File: src/rtl/rtg_pkg.sv
// Shared widths and the captured-configuration record of the raster timing generator.
// Assumes four vertical sets, indexed {view, field}.
package rtg_pkg;
    parameter int unsigned HCW  = 12;          // horizontal field width
    parameter int unsigned VCW  = 11;          // vertical field width
    parameter int unsigned NSET = 4;           // vertical timing sets
    localparam int unsigned HTW = HCW + 2;     // horizontal counter width
    localparam int unsigned VTW = VCW + 2;     // line counter width
    localparam int unsigned SIW = $clog2(NSET);

    typedef struct packed {
        logic [HCW-1:0]            hs;
        logic [HCW-1:0]            hb;
        logic [HCW-1:0]            ha;
        logic [HCW-1:0]            hf;
        logic [VCW-1:0]            va;
        logic [NSET-1:0][VCW-1:0]  vs;
        logic [NSET-1:0][VCW-1:0]  vb;
        logic [NSET-1:0][VCW-1:0]  vf;
        logic [NSET-1:0]           half;
        logic                      intl;
        logic                      stereo;
        logic [3:0]                pol;
    } tcfg_t;
endpackage

File: src/rtl/rtg_hcount.sv
// Pixel counter within a line. Produces the line end, the horizontal
// sync window, the active-column window and the half-line point.
// Assumes the line total is at least 2 clocks.
module rtg_hcount
    import rtg_pkg::*;
(
    input  logic           clk,
    input  logic           rst_n,
    input  logic           clear,
    input  logic           step,
    input  logic [HCW-1:0] hs,
    input  logic [HCW-1:0] hb,
    input  logic [HCW-1:0] ha,
    input  logic [HCW-1:0] hf,
    output logic [HTW-1:0] hcnt,
    output logic [HTW-1:0] half_pt,
    output logic           line_end,
    output logic           hs_raw,
    output logic           de_col
);
    logic [HTW-1:0] htotal;
    logic [HTW-1:0] act_lo;

    // line geometry from the captured fields
    always_comb begin
        htotal  = HTW'(hs) + HTW'(hb) + HTW'(ha) + HTW'(hf);
        act_lo  = HTW'(hs) + HTW'(hb);
        half_pt = htotal >> 1;
    end

    // windows within the line
    always_comb begin
        line_end = step && (hcnt == htotal - 1'b1);
        hs_raw   = step && (hcnt < HTW'(hs));
        de_col   = (hcnt >= act_lo) && (hcnt < act_lo + HTW'(ha));
    end

    // advance the pixel counter, wrapping at the line end
    always_ff @(posedge clk) begin
        if (!rst_n || clear) begin
            hcnt <= '0;
        end else if (line_end) begin
            hcnt <= '0;
        end else if (step) begin
            hcnt <= hcnt + 1'b1;
        end
    end
endmodule

File: src/rtl/rtg_vseq.sv
// Line counter and field sequencer. Selects one of four vertical sets by
// {view, field}, builds the vertical sync (with optional half-line delay)
// and the active-row window, and moves to the next set at each field end.
// Assumes every set has a sync of at least one line.
module rtg_vseq
    import rtg_pkg::*;
(
    input  logic                     clk,
    input  logic                     rst_n,
    input  logic                     clear,
    input  logic                     step,
    input  logic                     line_end,
    input  logic [HTW-1:0]           hcnt,
    input  logic [HTW-1:0]           half_pt,
    input  logic [VCW-1:0]           va,
    input  logic [NSET-1:0][VCW-1:0] vs,
    input  logic [NSET-1:0][VCW-1:0] vb,
    input  logic [NSET-1:0][VCW-1:0] vf,
    input  logic [NSET-1:0]          half,
    input  logic                     intl,
    input  logic                     stereo,
    output logic [SIW-1:0]           set_idx,
    output logic                     vs_raw,
    output logic                     de_row,
    output logic                     field_end,
    output logic                     field_start
);
    logic [NSET-1:0][VTW-1:0] tot;
    logic [NSET-1:0][VTW-1:0] row_lo;
    logic [VTW-1:0]           vcnt;
    logic [VTW-1:0]           cur_vs;
    logic [SIW-1:0]           nxt_idx;
    logic                     hi_half;
    logic                     vs_on;

    // per-set field length and first active line
    for (genvar g = 0; g < NSET; g++) begin : g_set
        assign tot[g]    = VTW'(vs[g]) + VTW'(vb[g]) + VTW'(va) + VTW'(vf[g]);
        assign row_lo[g] = VTW'(vs[g]) + VTW'(vb[g]);
    end

    // next set: stereo toggles the view, interlace toggles the field after each view pair
    always_comb begin
        nxt_idx[1] = stereo & ~set_idx[1];
        nxt_idx[0] = intl & (stereo ? (set_idx[0] ^ set_idx[1]) : ~set_idx[0]);
    end

    // vertical sync window, delayed by half a line for shifted sets
    always_comb begin
        cur_vs  = VTW'(vs[set_idx]);
        hi_half = hcnt >= half_pt;
        if (half[set_idx]) begin
            vs_on = ((vcnt == '0) && hi_half) ||
                    ((vcnt != '0) && (vcnt < cur_vs)) ||
                    ((vcnt == cur_vs) && !hi_half);
        end else begin
            vs_on = vcnt < cur_vs;
        end
        vs_raw      = step && vs_on;
        de_row      = (vcnt >= row_lo[set_idx]) && (vcnt < row_lo[set_idx] + VTW'(va));
        field_end   = line_end && (vcnt == tot[set_idx] - 1'b1);
        field_start = step && (vcnt == '0) && (hcnt == '0);
    end

    // advance the line counter and the set index
    always_ff @(posedge clk) begin
        if (!rst_n || clear) begin
            vcnt    <= '0;
            set_idx <= '0;
        end else if (field_end) begin
            vcnt    <= '0;
            set_idx <= nxt_idx;
        end else if (line_end) begin
            vcnt    <= vcnt + 1'b1;
        end
    end
endmodule

File: src/rtl/rtg_polar.sv
// Output polarity stage: one invert bit per strobe plus the forwarded clock.
// Assumes the raw strobes are active-high.
module rtg_polar #(
    parameter int unsigned NSIG = 3
) (
    input  logic            clk,
    input  logic [NSIG-1:0] raw,
    input  logic [NSIG:0]   inv,
    output logic [NSIG-1:0] pin,
    output logic            pclk
);
    // per-strobe invert
    for (genvar g = 0; g < NSIG; g++) begin : g_pol
        assign pin[g] = raw[g] ^ inv[g];
    end

    // forwarded pixel clock with its own invert
    assign pclk = clk ^ inv[NSIG];
endmodule

File: src/rtl/raster_timing_gen.sv
// Top of the raster timing generator. Captures configuration while idle
// and at each field end, runs the pixel and line counters while enabled
// and out of soft reset, and drives the polarised strobes and flags.
// Assumes configuration is static for at least one clock before release.
module raster_timing_gen
    import rtg_pkg::*;
(
    input  logic                     clk,
    input  logic                     rst_n,
    input  logic                     soft_rst,
    input  logic                     enable,
    input  logic [HCW-1:0]           h_sync_len,
    input  logic [HCW-1:0]           h_back_len,
    input  logic [HCW-1:0]           h_active_len,
    input  logic [HCW-1:0]           h_front_len,
    input  logic [VCW-1:0]           v_active_len,
    input  logic [NSET-1:0][VCW-1:0] v_sync_len,
    input  logic [NSET-1:0][VCW-1:0] v_back_len,
    input  logic [NSET-1:0][VCW-1:0] v_front_len,
    input  logic [NSET-1:0]          v_half_shift,
    input  logic                     interlace_en,
    input  logic                     stereo_en,
    input  logic [3:0]               pol_inv,
    output logic                     hsync_o,
    output logic                     vsync_o,
    output logic                     de_o,
    output logic                     pclk_o,
    output logic                     field_o,
    output logic                     view_o
);
    tcfg_t          cfg_d;
    tcfg_t          cfg_q;
    logic           run_req;
    logic           run_q;
    logic           cfg_load;
    logic [HTW-1:0] hcnt;
    logic [HTW-1:0] half_pt;
    logic           line_end;
    logic           hs_raw;
    logic           de_col;
    logic           vs_raw;
    logic           de_row;
    logic           de_raw;
    logic           field_end;
    logic           field_start;
    logic [SIW-1:0] set_idx;
    logic [2:0]     pins;

    // gather the configuration inputs into one record
    always_comb begin
        cfg_d.hs     = h_sync_len;
        cfg_d.hb     = h_back_len;
        cfg_d.ha     = h_active_len;
        cfg_d.hf     = h_front_len;
        cfg_d.va     = v_active_len;
        cfg_d.vs     = v_sync_len;
        cfg_d.vb     = v_back_len;
        cfg_d.vf     = v_front_len;
        cfg_d.half   = v_half_shift;
        cfg_d.intl   = interlace_en;
        cfg_d.stereo = stereo_en;
        cfg_d.pol    = pol_inv;
    end

    assign run_req  = enable && !soft_rst;
    assign cfg_load = !run_q || field_end;

    // run state: one clock behind the request so counting starts at zero
    always_ff @(posedge clk) begin
        if (!rst_n) run_q <= 1'b0;
        else        run_q <= run_req;
    end

    // configuration capture while idle and at field boundaries
    always_ff @(posedge clk) begin
        if (!rst_n)        cfg_q <= '0;
        else if (cfg_load) cfg_q <= cfg_d;
    end

    rtg_hcount u_hcount (
        .clk      (clk),
        .rst_n    (rst_n),
        .clear    (!run_req),
        .step     (run_q),
        .hs       (cfg_q.hs),
        .hb       (cfg_q.hb),
        .ha       (cfg_q.ha),
        .hf       (cfg_q.hf),
        .hcnt     (hcnt),
        .half_pt  (half_pt),
        .line_end (line_end),
        .hs_raw   (hs_raw),
        .de_col   (de_col)
    );

    rtg_vseq u_vseq (
        .clk         (clk),
        .rst_n       (rst_n),
        .clear       (!run_req),
        .step        (run_q),
        .line_end    (line_end),
        .hcnt        (hcnt),
        .half_pt     (half_pt),
        .va          (cfg_q.va),
        .vs          (cfg_q.vs),
        .vb          (cfg_q.vb),
        .vf          (cfg_q.vf),
        .half        (cfg_q.half),
        .intl        (cfg_q.intl),
        .stereo      (cfg_q.stereo),
        .set_idx     (set_idx),
        .vs_raw      (vs_raw),
        .de_row      (de_row),
        .field_end   (field_end),
        .field_start (field_start)
    );

    assign de_raw = run_q && de_col && de_row;

    rtg_polar #(.NSIG(3)) u_polar (
        .clk  (clk),
        .raw  ({de_raw, vs_raw, hs_raw}),
        .inv  (cfg_q.pol),
        .pin  (pins),
        .pclk (pclk_o)
    );

    assign hsync_o = pins[0];
    assign vsync_o = pins[1];
    assign de_o    = pins[2];
    assign field_o = set_idx[0];
    assign view_o  = set_idx[1];
endmodule

File: config.mk
export PLATFORM = sky130hd
export DESIGN_NAME = raster_timing_gen
export DESIGN_NICKNAME = d
export VERILOG_FILES = /design/src/rtl/rtg_pkg.sv /design/src/rtl/rtg_hcount.sv /design/src/rtl/rtg_vseq.sv /design/src/rtl/rtg_polar.sv /design/src/rtl/raster_timing_gen.sv
export SDC_FILE = /design/constraint.sdc
export NUM_CORES = 1
export LEC_CHECK = 0
export BUFFER_PORTS_ARGS = -buffer_cell sky130_fd_sc_hd__buf_2
export CAP_MARGIN = 20
export CORE_ASPECT_RATIO = 1.4
export CORE_MARGIN = 4
export CORE_UTILIZATION = 30
export CTS_CLUSTER_DIAMETER = 50
export DETAILED_ROUTE_END_ITERATION = 6
export GPL_TIMING_DRIVEN = 0
export PLACE_DENSITY_LB_ADDON = 0.08
export SLEW_MARGIN = 20
export SYNTH_ARGS = -nofsm -noshare
export SYNTH_HDL_FRONTEND = slang
export SYNTH_SLANG_ARGS = --single-unit
File: constraint.sdc
create_clock -name clk -period 20.1 [get_ports clk]
set_clock_uncertainty 0.2 [all_clocks]
set_input_delay 2.01 -clock clk [delete_from_list [all_inputs] [get_ports clk]]
set_output_delay 2.01 -clock clk [all_outputs]
set_load 0.05 [all_outputs]
==> key figures <==
Drt
  • Drt first-iter violations: between 1.5k and 2k
  • Antenna-violating nets left: 0
  • Routed wire length: between 100,000 and 150,000 um
  • Routed length per instance: ~26 um
  • Remaining DRCs: 0
  • Via density: 5.98
  • DR vias: 26.4k
  • Router iterations before antenna repair: 7

Floorplanning
  • Initial Util: a little under a third
  • Die ar.: approximately 87,000 um^2
  • Die X-Extent: roughly 250 um
  • Die height: 348 um
  • Io pins: between 200 and 250
  • Core area: 81,800 um^2
  • Standard-cell row count: 124

Worst setup path
  • Crit Reg-Reg Startpoint: cfg_q[190]
  • Worst Setup End Kind: primary output
  • Crit-path max FO: 2
  • Startpoint Class: clock port
  • Critical Path Most Common Cell: clkbuf_16
  • Worst Setup SP: clk
  • Critical Path RT: 17.89 ns
  • Critical path's largest stage delay: 0.27 ns
  • WS Path Type: clk -> out
  • Cells along the critical path: clkbuf_16 -> clkbuf_16 -> xor2_1 -> buf_2
  • R2R Setup Slk: 12.08 ns
  • Crit-path slowest cell: buf_2
  • Reg-to-reg critical path endpoint: u_vseq.set_idx[1]
  • Path depth of the worst reg2reg path: 30
  • WP data arrival: 10.68 ns

Pwr
  • Leakage: between 10 and 15 nW
  • VDD IR-drop max: 0.0000591 V
  • Power per Cell Area: just under 80 nW/um^2

Global route
  • First-pass GRT wire length: approximately 170,000 um
  • Antenna violations before repair: 0
  • Grt ovf: 0
  • Largest net degree at the start of global routing: 12
  • Total track usage: 25.3%
  • Vias in the first global route: 26.2k

Cells and area
  • Area Growth Syn to Fin: 15.2%
  • Layout cells sized above 1: between 10% and 20%
  • Fin area: between 20,000 and 30,000 um^2
  • Nets: approximately 3.8k

Clock tree
  • Reg clk slew, reported paths: 0.06 ns
  • CTS tree: done
  • # hold bufs at CTS: 0
  • Post-CTS setup buffers: 0
  • Clk_lat worst skew: ~0.71 ns
  • Post_cts resized: 0

STA
  • Setup TNS: 0 ns
  • Number of hold violations in the final report: 0
  • Slew margin rel.: 23.6%
  • Final-report setup violation count: 0
  • Worst-margin pin slew: 1.15 ns
  • Final Max Slew Viols: 0
  • RSZ-0062 raised after global routing: false

Run
  • Max_cap viols: 0

Synthesis
  • Yosys cell types: 79
  • Synth async-reset ratio: 0%
  • Synth Cell Area: 24,700 um^2
  • Seq cells post-synth: about 230
  • Post-Syn Nets: approximately 3.6k
  • Syn_area_per_cell: about 8.1 um^2
  • Seq/Total Area, Yosys: 18.7%
  • Main synth FF type: dfxtp_1
  • Post-synth EDFFs: 0
  • Post-Syn Instances: 3,070
  • Synthesis Warnings: 0

Hold path
  • Hold_sp: cfg_q[45]
  • HP Class: reg -> reg
  • Hold Crit Endpoint: cfg_q[45]
  • Hold Path Stages: 2

Placed design
  • Placed inst area: 27,100 um^2
  • GPL Wtd Cong: slightly above 0.9
  • Detailed Place HPWL: 92,600 um
  • IO Port Bufs: between 200 and 250

Run status
  • Status: finished, final reports clean
[layout make-up]
type,count,area [um^2]
diodes,1,2.50
plain buffers,281,1230
clock buffers,50,1100
clock inverters,19,268
fillers,8615,53300
inverters,264,991
multi-input cells,2294,17900
flip-flops and latches,231,4620
well taps,1071,1340
repair buffers,210,1050
[state kept, by name (all words and copies together) (netlist names)]
| name | flops |
|---|---|
| cfg_q | 201 |
| u_hcount.hcnt | 14 |
| u_vseq.vcnt | 13 |
| u_vseq.set_idx | 2 |
| run_q | 1 |
[critical path, delay by kind of cell]
family | cells | cell delay (ns)
buf+inv | 3 | 0.52
xor+xnor | 1 | 0.11
[worst max path at each step]
stage,to,slack (ns)
after detailed placement,pclk_o,7.48
final,pclk_o,7.21
after global placement,pclk_o,7.48
after CTS,pclk_o,7.20
after floorplan,pclk_o,7.10
after global routing,pclk_o,7.16
[cells in the final DEF (no fill, tap or decap), drive strengths merged, types with 81 or more instances in the layout]
master,instances
inv,268
nand2,81
nand3b,206
clkbuf,218
dfxtp,231
nand4b,202
nor2,92
nand4,636
a21oi,111
xnor2,83
buf,323
ha,223
[metrics by stage]
stage | setup slack [ns] | utilization, % | instances | hold slack (ns) | power, mW
finish | 7.21 | 34.9 | 4421 | 0.327 | 2.19
global route | 7.16 | 34.9 | 4420 | 0.354 | 2.32
CTS | 7.20 | 34.9 | 4420 | 0.329 | 2.21
detailed placement | 7.48 | 33.2 | 4352 | 0.319 | 1.46
global placement | 7.48 | 33.2 | 4351 | 0.311 | 1.45
floorplan | 7.10 | - | 3070 | 0.283 | 1.17
[metal layers]
metal / track usage, % / part of all wire, %
met3: 2.94 / 4.3
met1: 28.4 / 38
met4: 14.4 / 6.6
met5: 0 / 0
met2: 46.0 / 51
[synth_stat cells, drive strengths merged, types with 9 or more instances]
cell type,count,share of area [%]
mux4,26,2.4
nand4b,202,7.2
inv,264,4.0
a2111oi,9,0.39
nor4,20,0.59
nor2,92,1.4
xor2,44,1.6
a31oi,12,0.30
clkbuf,169,2.6
nand3b,206,6.2
o21ai,55,1.1
nand2b,17,0.43
and3,13,0.33
nand2,81,1.2
a21o,57,1.7
dfxtp,231,19
and2,11,0.28
a211oi,25,0.78
fa,56,4.5
a21oi,111,2.2
nand3,38,0.77
o21a,36,1.1
nand4,636,16
or3,11,0.30
ha,223,11
o21bai,26,0.79
nor2b,10,0.25
nor3,45,0.91
xnor2,83,3.0
o211ai,16,0.51
buf,112,2.4
mux2i,14,0.57
[report_power, final]
part	internal [mW]	leakage, nW	switching (mW)
Clock	0.456	0.681	0.286
Sequential	0.488	1.92	0.0461
Combinational	0.348	8.95	0.570
Total	1.29	11.5	0.902
[cells by family after synthesis]
kind of cell	synth area share (%)
adders and majority gates	15.8
DFF	18.7
AOI/OAI and AO/OA	11.6
and+or+nand+nor	37.3
xor gates and xnor gates	4.62
buffers and inverters	8.97
muxes	2.98
(Power assumes the default switching activity.)
